$ cat src/rtl/fpcmp_pkg.sv
// Package: shared widths, predicate encoding and operand class record.
// Assumes single-precision field layout; widths are kept as parameters so
// the classifier can be reused for other binary formats.
package fpcmp_pkg;

    localparam int EXP_W  = 8;
    localparam int FRAC_W = 23;
    localparam int WORD_W = 1 + EXP_W + FRAC_W;
    localparam int MAG_W  = EXP_W + FRAC_W;

    // Predicate codes; the lower half are the positive relations, the
    // upper half their complements (same answer order, inverted).
    typedef enum logic [2:0] {
        PRED_EQ    = 3'b000,
        PRED_LT    = 3'b001,
        PRED_LE    = 3'b010,
        PRED_UNORD = 3'b011,
        PRED_NEQ   = 3'b100,
        PRED_NLT   = 3'b101,
        PRED_NLE   = 3'b110,
        PRED_ORD   = 3'b111
    } pred_e;

    // Per-operand classification used by the relation stage.
    typedef struct packed {
        logic             sign;
        logic             is_nan;
        logic             is_zero;
        logic [MAG_W-1:0] mag;
    } fp_class_t;

endpackage

$ cat src/rtl/fpcmp_classify.sv
// Module: fpcmp_classify
// Splits one floating-point word into sign, magnitude, zero and NaN flags.
// Assumes sign in the top bit, then the exponent, then the fraction.
module fpcmp_classify
    import fpcmp_pkg::*;
#(
    parameter int P_EXP_W  = EXP_W,
    parameter int P_FRAC_W = FRAC_W
) (
    input  logic [P_EXP_W+P_FRAC_W:0] word_in,
    output fp_class_t                 cls_out
);

    localparam int P_MAG_W = P_EXP_W + P_FRAC_W;

    logic [P_EXP_W-1:0]  exp_f;
    logic [P_FRAC_W-1:0] frac_f;

    assign exp_f  = word_in[P_MAG_W-1:P_FRAC_W];
    assign frac_f = word_in[P_FRAC_W-1:0];

    // Purpose: derive the class record from the raw fields.
    always_comb begin
        cls_out.sign    = word_in[P_MAG_W];
        cls_out.mag     = word_in[P_MAG_W-1:0];
        cls_out.is_zero = (word_in[P_MAG_W-1:0] == '0);
        cls_out.is_nan  = (&exp_f) && (frac_f != '0);
    end

endmodule

$ cat src/rtl/fpcmp_relate.sv
// Module: fpcmp_relate
// Computes unordered, equal and less-than for two classified operands.
// Assumes sign-magnitude encoding; eq and lt are meaningful only when
// the pair is ordered.
module fpcmp_relate
    import fpcmp_pkg::*;
(
    input  fp_class_t cls_a,
    input  fp_class_t cls_b,
    output logic      unord,
    output logic      eq,
    output logic      lt
);

    logic both_zero;
    logic mag_lt;
    logic mag_gt;

    assign both_zero = cls_a.is_zero && cls_b.is_zero;
    assign mag_lt    = cls_a.mag < cls_b.mag;
    assign mag_gt    = cls_b.mag < cls_a.mag;

    // Purpose: order the operands by sign first, then by magnitude.
    always_comb begin
        unord = cls_a.is_nan || cls_b.is_nan;
        eq    = both_zero ||
                ((cls_a.sign == cls_b.sign) && (cls_a.mag == cls_b.mag));
        if (both_zero) begin
            lt = 1'b0;
        end else if (cls_a.sign != cls_b.sign) begin
            lt = cls_a.sign;
        end else if (cls_a.sign) begin
            lt = mag_gt;
        end else begin
            lt = mag_lt;
        end
    end

endmodule

$ cat src/rtl/fpcmp_select.sv
// Module: fpcmp_select
// Chooses the predicate answer from the relation flags.
// Assumes bit 2 of the code inverts the answer of the lower code, which
// also yields the unordered answers (false low half, true high half,
// except the unordered/ordered pair).
module fpcmp_select
    import fpcmp_pkg::*;
(
    input  logic [2:0] pred,
    input  logic       unord,
    input  logic       eq,
    input  logic       lt,
    output logic       result
);

    logic base;

    // Purpose: evaluate the positive relation selected by the low bits.
    always_comb begin
        unique case (pred_e'({1'b0, pred[1:0]}))
            PRED_EQ:    base = !unord && eq;
            PRED_LT:    base = !unord && lt;
            PRED_LE:    base = !unord && (lt || eq);
            default:    base = unord;
        endcase
    end

    assign result = base ^ pred[2];

endmodule

$ cat src/rtl/fpcmp_unit.sv
// Module: fpcmp_unit (top)
// Captures operands, code and swap request on in_valid, then evaluates
// the predicate from the captured values; result and mask are valid in
// the cycle after the strobe. Assumes synchronous active-low reset.
module fpcmp_unit
    import fpcmp_pkg::*;
(
    input  logic              clk,
    input  logic              rst_n,
    input  logic              in_valid,
    input  logic [WORD_W-1:0] op_a,
    input  logic [WORD_W-1:0] op_b,
    input  logic [2:0]        pred,
    input  logic              swap_req,
    output logic              out_valid,
    output logic              cmp_true,
    output logic [WORD_W-1:0] lane_mask
);

    localparam int NUM_OPS = 2;

    logic [WORD_W-1:0] a_q, b_q;
    logic [2:0]        pred_q;
    logic              swap_q;
    logic              valid_q;

    logic [WORD_W-1:0] opnd [NUM_OPS];
    fp_class_t         cls  [NUM_OPS];
    logic              unord, eq, lt, result;

    // Purpose: capture the request on the input strobe.
    always_ff @(posedge clk) begin
        if (!rst_n) begin
            a_q     <= '0;
            b_q     <= '0;
            pred_q  <= PRED_EQ;
            swap_q  <= 1'b0;
            valid_q <= 1'b0;
        end else begin
            valid_q <= in_valid;
            if (in_valid) begin
                a_q    <= op_a;
                b_q    <= op_b;
                pred_q <= pred;
                swap_q <= swap_req;
            end
        end
    end

    // Purpose: exchange the operands when a swap was requested.
    always_comb begin
        opnd[0] = swap_q ? b_q : a_q;
        opnd[1] = swap_q ? a_q : b_q;
    end

    // One classifier per operand.
    for (genvar gi = 0; gi < NUM_OPS; gi++) begin : g_cls
        fpcmp_classify #(.P_EXP_W(EXP_W), .P_FRAC_W(FRAC_W)) u_cls (
            .word_in (opnd[gi]),
            .cls_out (cls[gi])
        );
    end

    fpcmp_relate u_rel (
        .cls_a (cls[0]),
        .cls_b (cls[1]),
        .unord (unord),
        .eq    (eq),
        .lt    (lt)
    );

    fpcmp_select u_sel (
        .pred   (pred_q),
        .unord  (unord),
        .eq     (eq),
        .lt     (lt),
        .result (result)
    );

    // Result is gated by the output strobe so idle cycles read as false.
    assign out_valid = valid_q;
    assign cmp_true  = valid_q && result;
    assign lane_mask = {WORD_W{cmp_true}};

endmodule

$ cat config.mk
export PLATFORM = sky130hd
export DESIGN_NAME = fpcmp_unit
export DESIGN_NICKNAME = d
export VERILOG_FILES = /design/src/rtl/fpcmp_pkg.sv /design/src/rtl/fpcmp_classify.sv /design/src/rtl/fpcmp_relate.sv /design/src/rtl/fpcmp_select.sv /design/src/rtl/fpcmp_unit.sv
export SDC_FILE = /design/constraint.sdc
export NUM_CORES = 1
export LEC_CHECK = 0
export CORE_AREA = 2 2 96 98
export DETAILED_ROUTE_END_ITERATION = 10
export DIE_AREA = 0 0 98 100
export DONT_BUFFER_PORTS = 1
export GPL_TIMING_DRIVEN = 0
export MAX_ROUTING_LAYER = met4
export PLACE_DENSITY = 0.8
export SYNTH_ARGS = -nofsm -noshare
export SYNTH_HDL_FRONTEND = slang
export SYNTH_SLANG_ARGS = --single-unit
$ cat constraint.sdc
create_clock -name clk -period 4.75 [get_ports clk]
set_input_delay 0 -clock clk [delete_from_list [all_inputs] [get_ports clk]]
set_output_delay 0 -clock clk [all_outputs]
set_load 0.02 [all_outputs]
==> flow_metrics.py <==
metrics = {
    "timing": {
        "clock.fmax_mhz": 216,
        "fin_skew_ps": 0,
        "slew_headroom_pct": 45.2,
        "tightest_slew_ps": 823,
        "rsz0062_at_grt": "no",
        "report.final.setup_viol": 0,
        "slew_violations": 0,
        "period_share_pct": 97.4,
        "period_minus_slack_ps": 4620,
        "hold_viol_final": 0,
    },
    "grt": {
        "antenna_found_initial": 0,
        "grt_pass1_vias": 4005,
        "grt_max_degree": 20,
        "globalRouteOverflowTotal": 0,
        "grt_pass1_wl_um": 20000,
        "track_usage_pct": 26.7,
    },
    "critical_path": {
        "critPathMaxFanout": 19,
        "crit_path_top_delay_cell": "nand4b_1",
        "slowest_delay_ps": 510,
        "crit_path_cell_trace": "buf_6 -> buf_6 -> buf_4 -> mux2_2 -> ha_1 -> a211oi_1 -> nor2_1 -> o31a_1 -> o41a_1 -> o21ai_0 -> a211oi_2 -> o2111ai_2 -> nand4b_1 -> buf_4",
        "path_class": "reg -> out",
        "startpoint": "swap_q$_SDFFE_PN0P_",
        "endpoint": "lane_mask[30]",
        "crit_arrival_ps": 4620,
        "timing.rr.start": "a_q[1]$_SDFFE_PN0P_",
        "required_ps": 4750,
        "rr_worst_depth": 3,
        "reg2reg_slack_ps": 3460,
        "r2r_end": "a_q[1]$_SDFFE_PN0P_",
        "worstSetupStartpointType": "flop",
        "endpoint_kind": "output pin",
    },
    "synth": {
        "ys_types": 50,
        "syn_area_um2": 4710,
        "ys_seq_elements": 69,
        "syn_avg_cell_area_um2": 9.69,
        "async_flop_share_pct": 0,
        "synth_ff_type": "dfxtp_1",
        "syn_inst": 486,
        "ys_seq_area_share_pct": 29.3,
        "synth_edf_count": 0,
        "synth_nets": 590,
        "yosys_warnings": 0,
    },
    "place": {
        "port_buffers": 0,
        "placed_area_um2": 4850,
        "gp_congestion": 0.940,
        "dpl.hpwl_um": 8620,
    },
    "clock_network": {
        "cts_tree": "done",
        "cts.sinks": 69,
        "clk_pin_slew_worst_paths_ps": 80,
        "cts_max_level": 3,
        "root_buffer": "clkbuf_8",
        "clk-insertion-delay-late_ps": 350,
        "cts-buffers-inserted": 9,
        "clock_path_buffers": 2,
    },
    "route": {
        "antenna_left": 0,
        "vias": 4083,
        "wl_per_cell_um": 18.5,
        "drtPass1Iterations": 5,
        "wl_um": 12800,
        "via_per_inst": 5.93,
        "first_iter_violations": 175,
        "drc_errors": 0,
    },
    "final_layout": {
        "drive_gt1_share_pct": 16.3,
        "fin_util_pct": 66.2,
        "syn2layout_area_growth_pct": 25.0,
        "antenna_cells": 0,
        "fillers": 636,
        "final_cell_mix": "103 x mux2i_1, 73 x dlygate4sd3_1, 68 x nor2b_1, 68 x dfxtp_1",
        "design_area_um2": 5880,
        "finalNetCount": 677,
        "final_common_cell": "mux2i_1",
    },
    "floorplan": {
        "core_region_area_um2": 8890,
        "die_w_um": 98,
        "die_area_um2": 9800,
        "io_pins": 105,
        "rows": 35,
        "initial_utilization_pct": 53.0,
        "die_h_um": 100,
    },
    "pwr": {
        "p_leak_nw": 2.53,
        "peakVddDrop_mv": 0.206,
        "power.density_nw_per_um2": 276,
    },
    "worst_hold_path": {
        "hold_path_class": "in -> reg",
    },
    "status": {
        "status": "finished, final reports clean",
    },
    "run": {
        "drv_cap": 0,
    },
}
## synthesized netlist by cell type, drive strengths merged (3+ instances only)
master  count  area, um2
o21ai       6       30.0
buf        41        299
mux2i     104       1040
nor2       16       60.1
ha         33        413
clkbuf     14       52.6
dfxtp      69       1380
a211oi      4       30.0
nand4      14       87.6
nor4       12       75.1
nor2b      68        425
nand3       8       40.0
nand2      10       37.5
a21oi      13       68.8
inv         9       33.8
mux2       29        327
nand4b      3       26.3
## how the worst min path moves through the flow
stage               startpoint              endpoint  slack [ps]  cells after the start
floorplan             op_a[11]  a_q[11]$_SDFFE_PN0P_         170                      2
global placement      op_b[20]  b_q[20]$_SDFFE_PN0P_         170                      2
detailed placement    op_a[18]  a_q[18]$_SDFFE_PN0P_         180                      2
CTS                      rst_n   a_q[3]$_SDFFE_PN0P_           1                      2
global route             rst_n   a_q[0]$_SDFFE_PN0P_          50                      2
finish                   rst_n   b_q[4]$_SDFFE_PN0P_          30                      2
## registers in the layout, summed over array words and instances (netlist names)
register   count
b_q           32
swap_q         1
pred_q         3
a_q           32
out_valid      1
## kinds of logic (layout without fill, tap and decap cells)
| group | Yosys count | after routing | synth area share (%) |
|---|---|---|---|
| fa+ha+maj | 33 | 33 | 8.77 |
| buf+inv | 64 | 153 | 8.18 |
| compound gates | 40 | 40 | 6.14 |
| simple gates | 146 | 149 | 18.3 |
| xor+xnor | 1 | 1 | 0.186 |
| mux | 133 | 133 | 29.1 |
| flops | 69 | 69 | 29.3 |
## layer usage
metal  track usage [%]  vias to the layer above  routed length, um
met1              31.2                     1928               5360
met5                 -                        -                  0
li1                  -                     1912                  -
met3              5.57                       46                810
met2              45.7                      197               6220
met4              9.72                        0                384
## power breakdown
| group | switching (mW) | internal [mW] | leakage (nW) | total (mW) |
|---|---|---|---|---|
| combinational | 0.190 | 0.195 | 1.84 | 0.386 |
| clock | 0.234 | 0.347 | 0.123 | 0.581 |
| sequential | 0.0440 | 0.613 | 0.570 | 0.657 |
## per-stage QoR
stage,hold slack (ps),setup TNS (ps),cells,setup WS [ps],total power [mW]
2_1_floorplan,170,0,486,159,0.918
3_3_place_gp,172,-17170,597,-537,0.974
3_5_place_dp,181,-21190,597,-660,0.987
4_1_cts,1.28,0,688,17.5,1.61
5_1_grt,54.1,0,689,2.43,1.69
6_report,25.6,0,689,125,1.62
## area by class of cell
type,count,area (um2),share of cell area [%]
plain buffers,54,363,6.17
well taps,111,139,2.36
clock buffers,9,124,2.11
clock inverters,7,114,1.94
inverters,9,33.8,0.574
multi-input cells,356,2990,50.8
repair buffers,74,738,12.5
flip-flops and latches,69,1380,23.5
## worst max-delay path: cells and delay by family, from the launching register on
kind            cells  cell delay (ps)
compound gates      6             1610
buf+inv             4             1020
simple gates        2              630
flops               1              430
mux                 1              360
fa+ha+maj           1              200
## repair_timing
item | in CTS | in global routing
resized for setup | 6 | 6
endpoints found under the setup margin | 33 | 28
pin swaps | 1 | 2
gates cloned | 3 | 0
hold endpoints to repair | 68 | 0
setup buffers | 0 | 1
hold buffers | 73 | 0
Note: power is estimated with default switching activity, not from simulation.
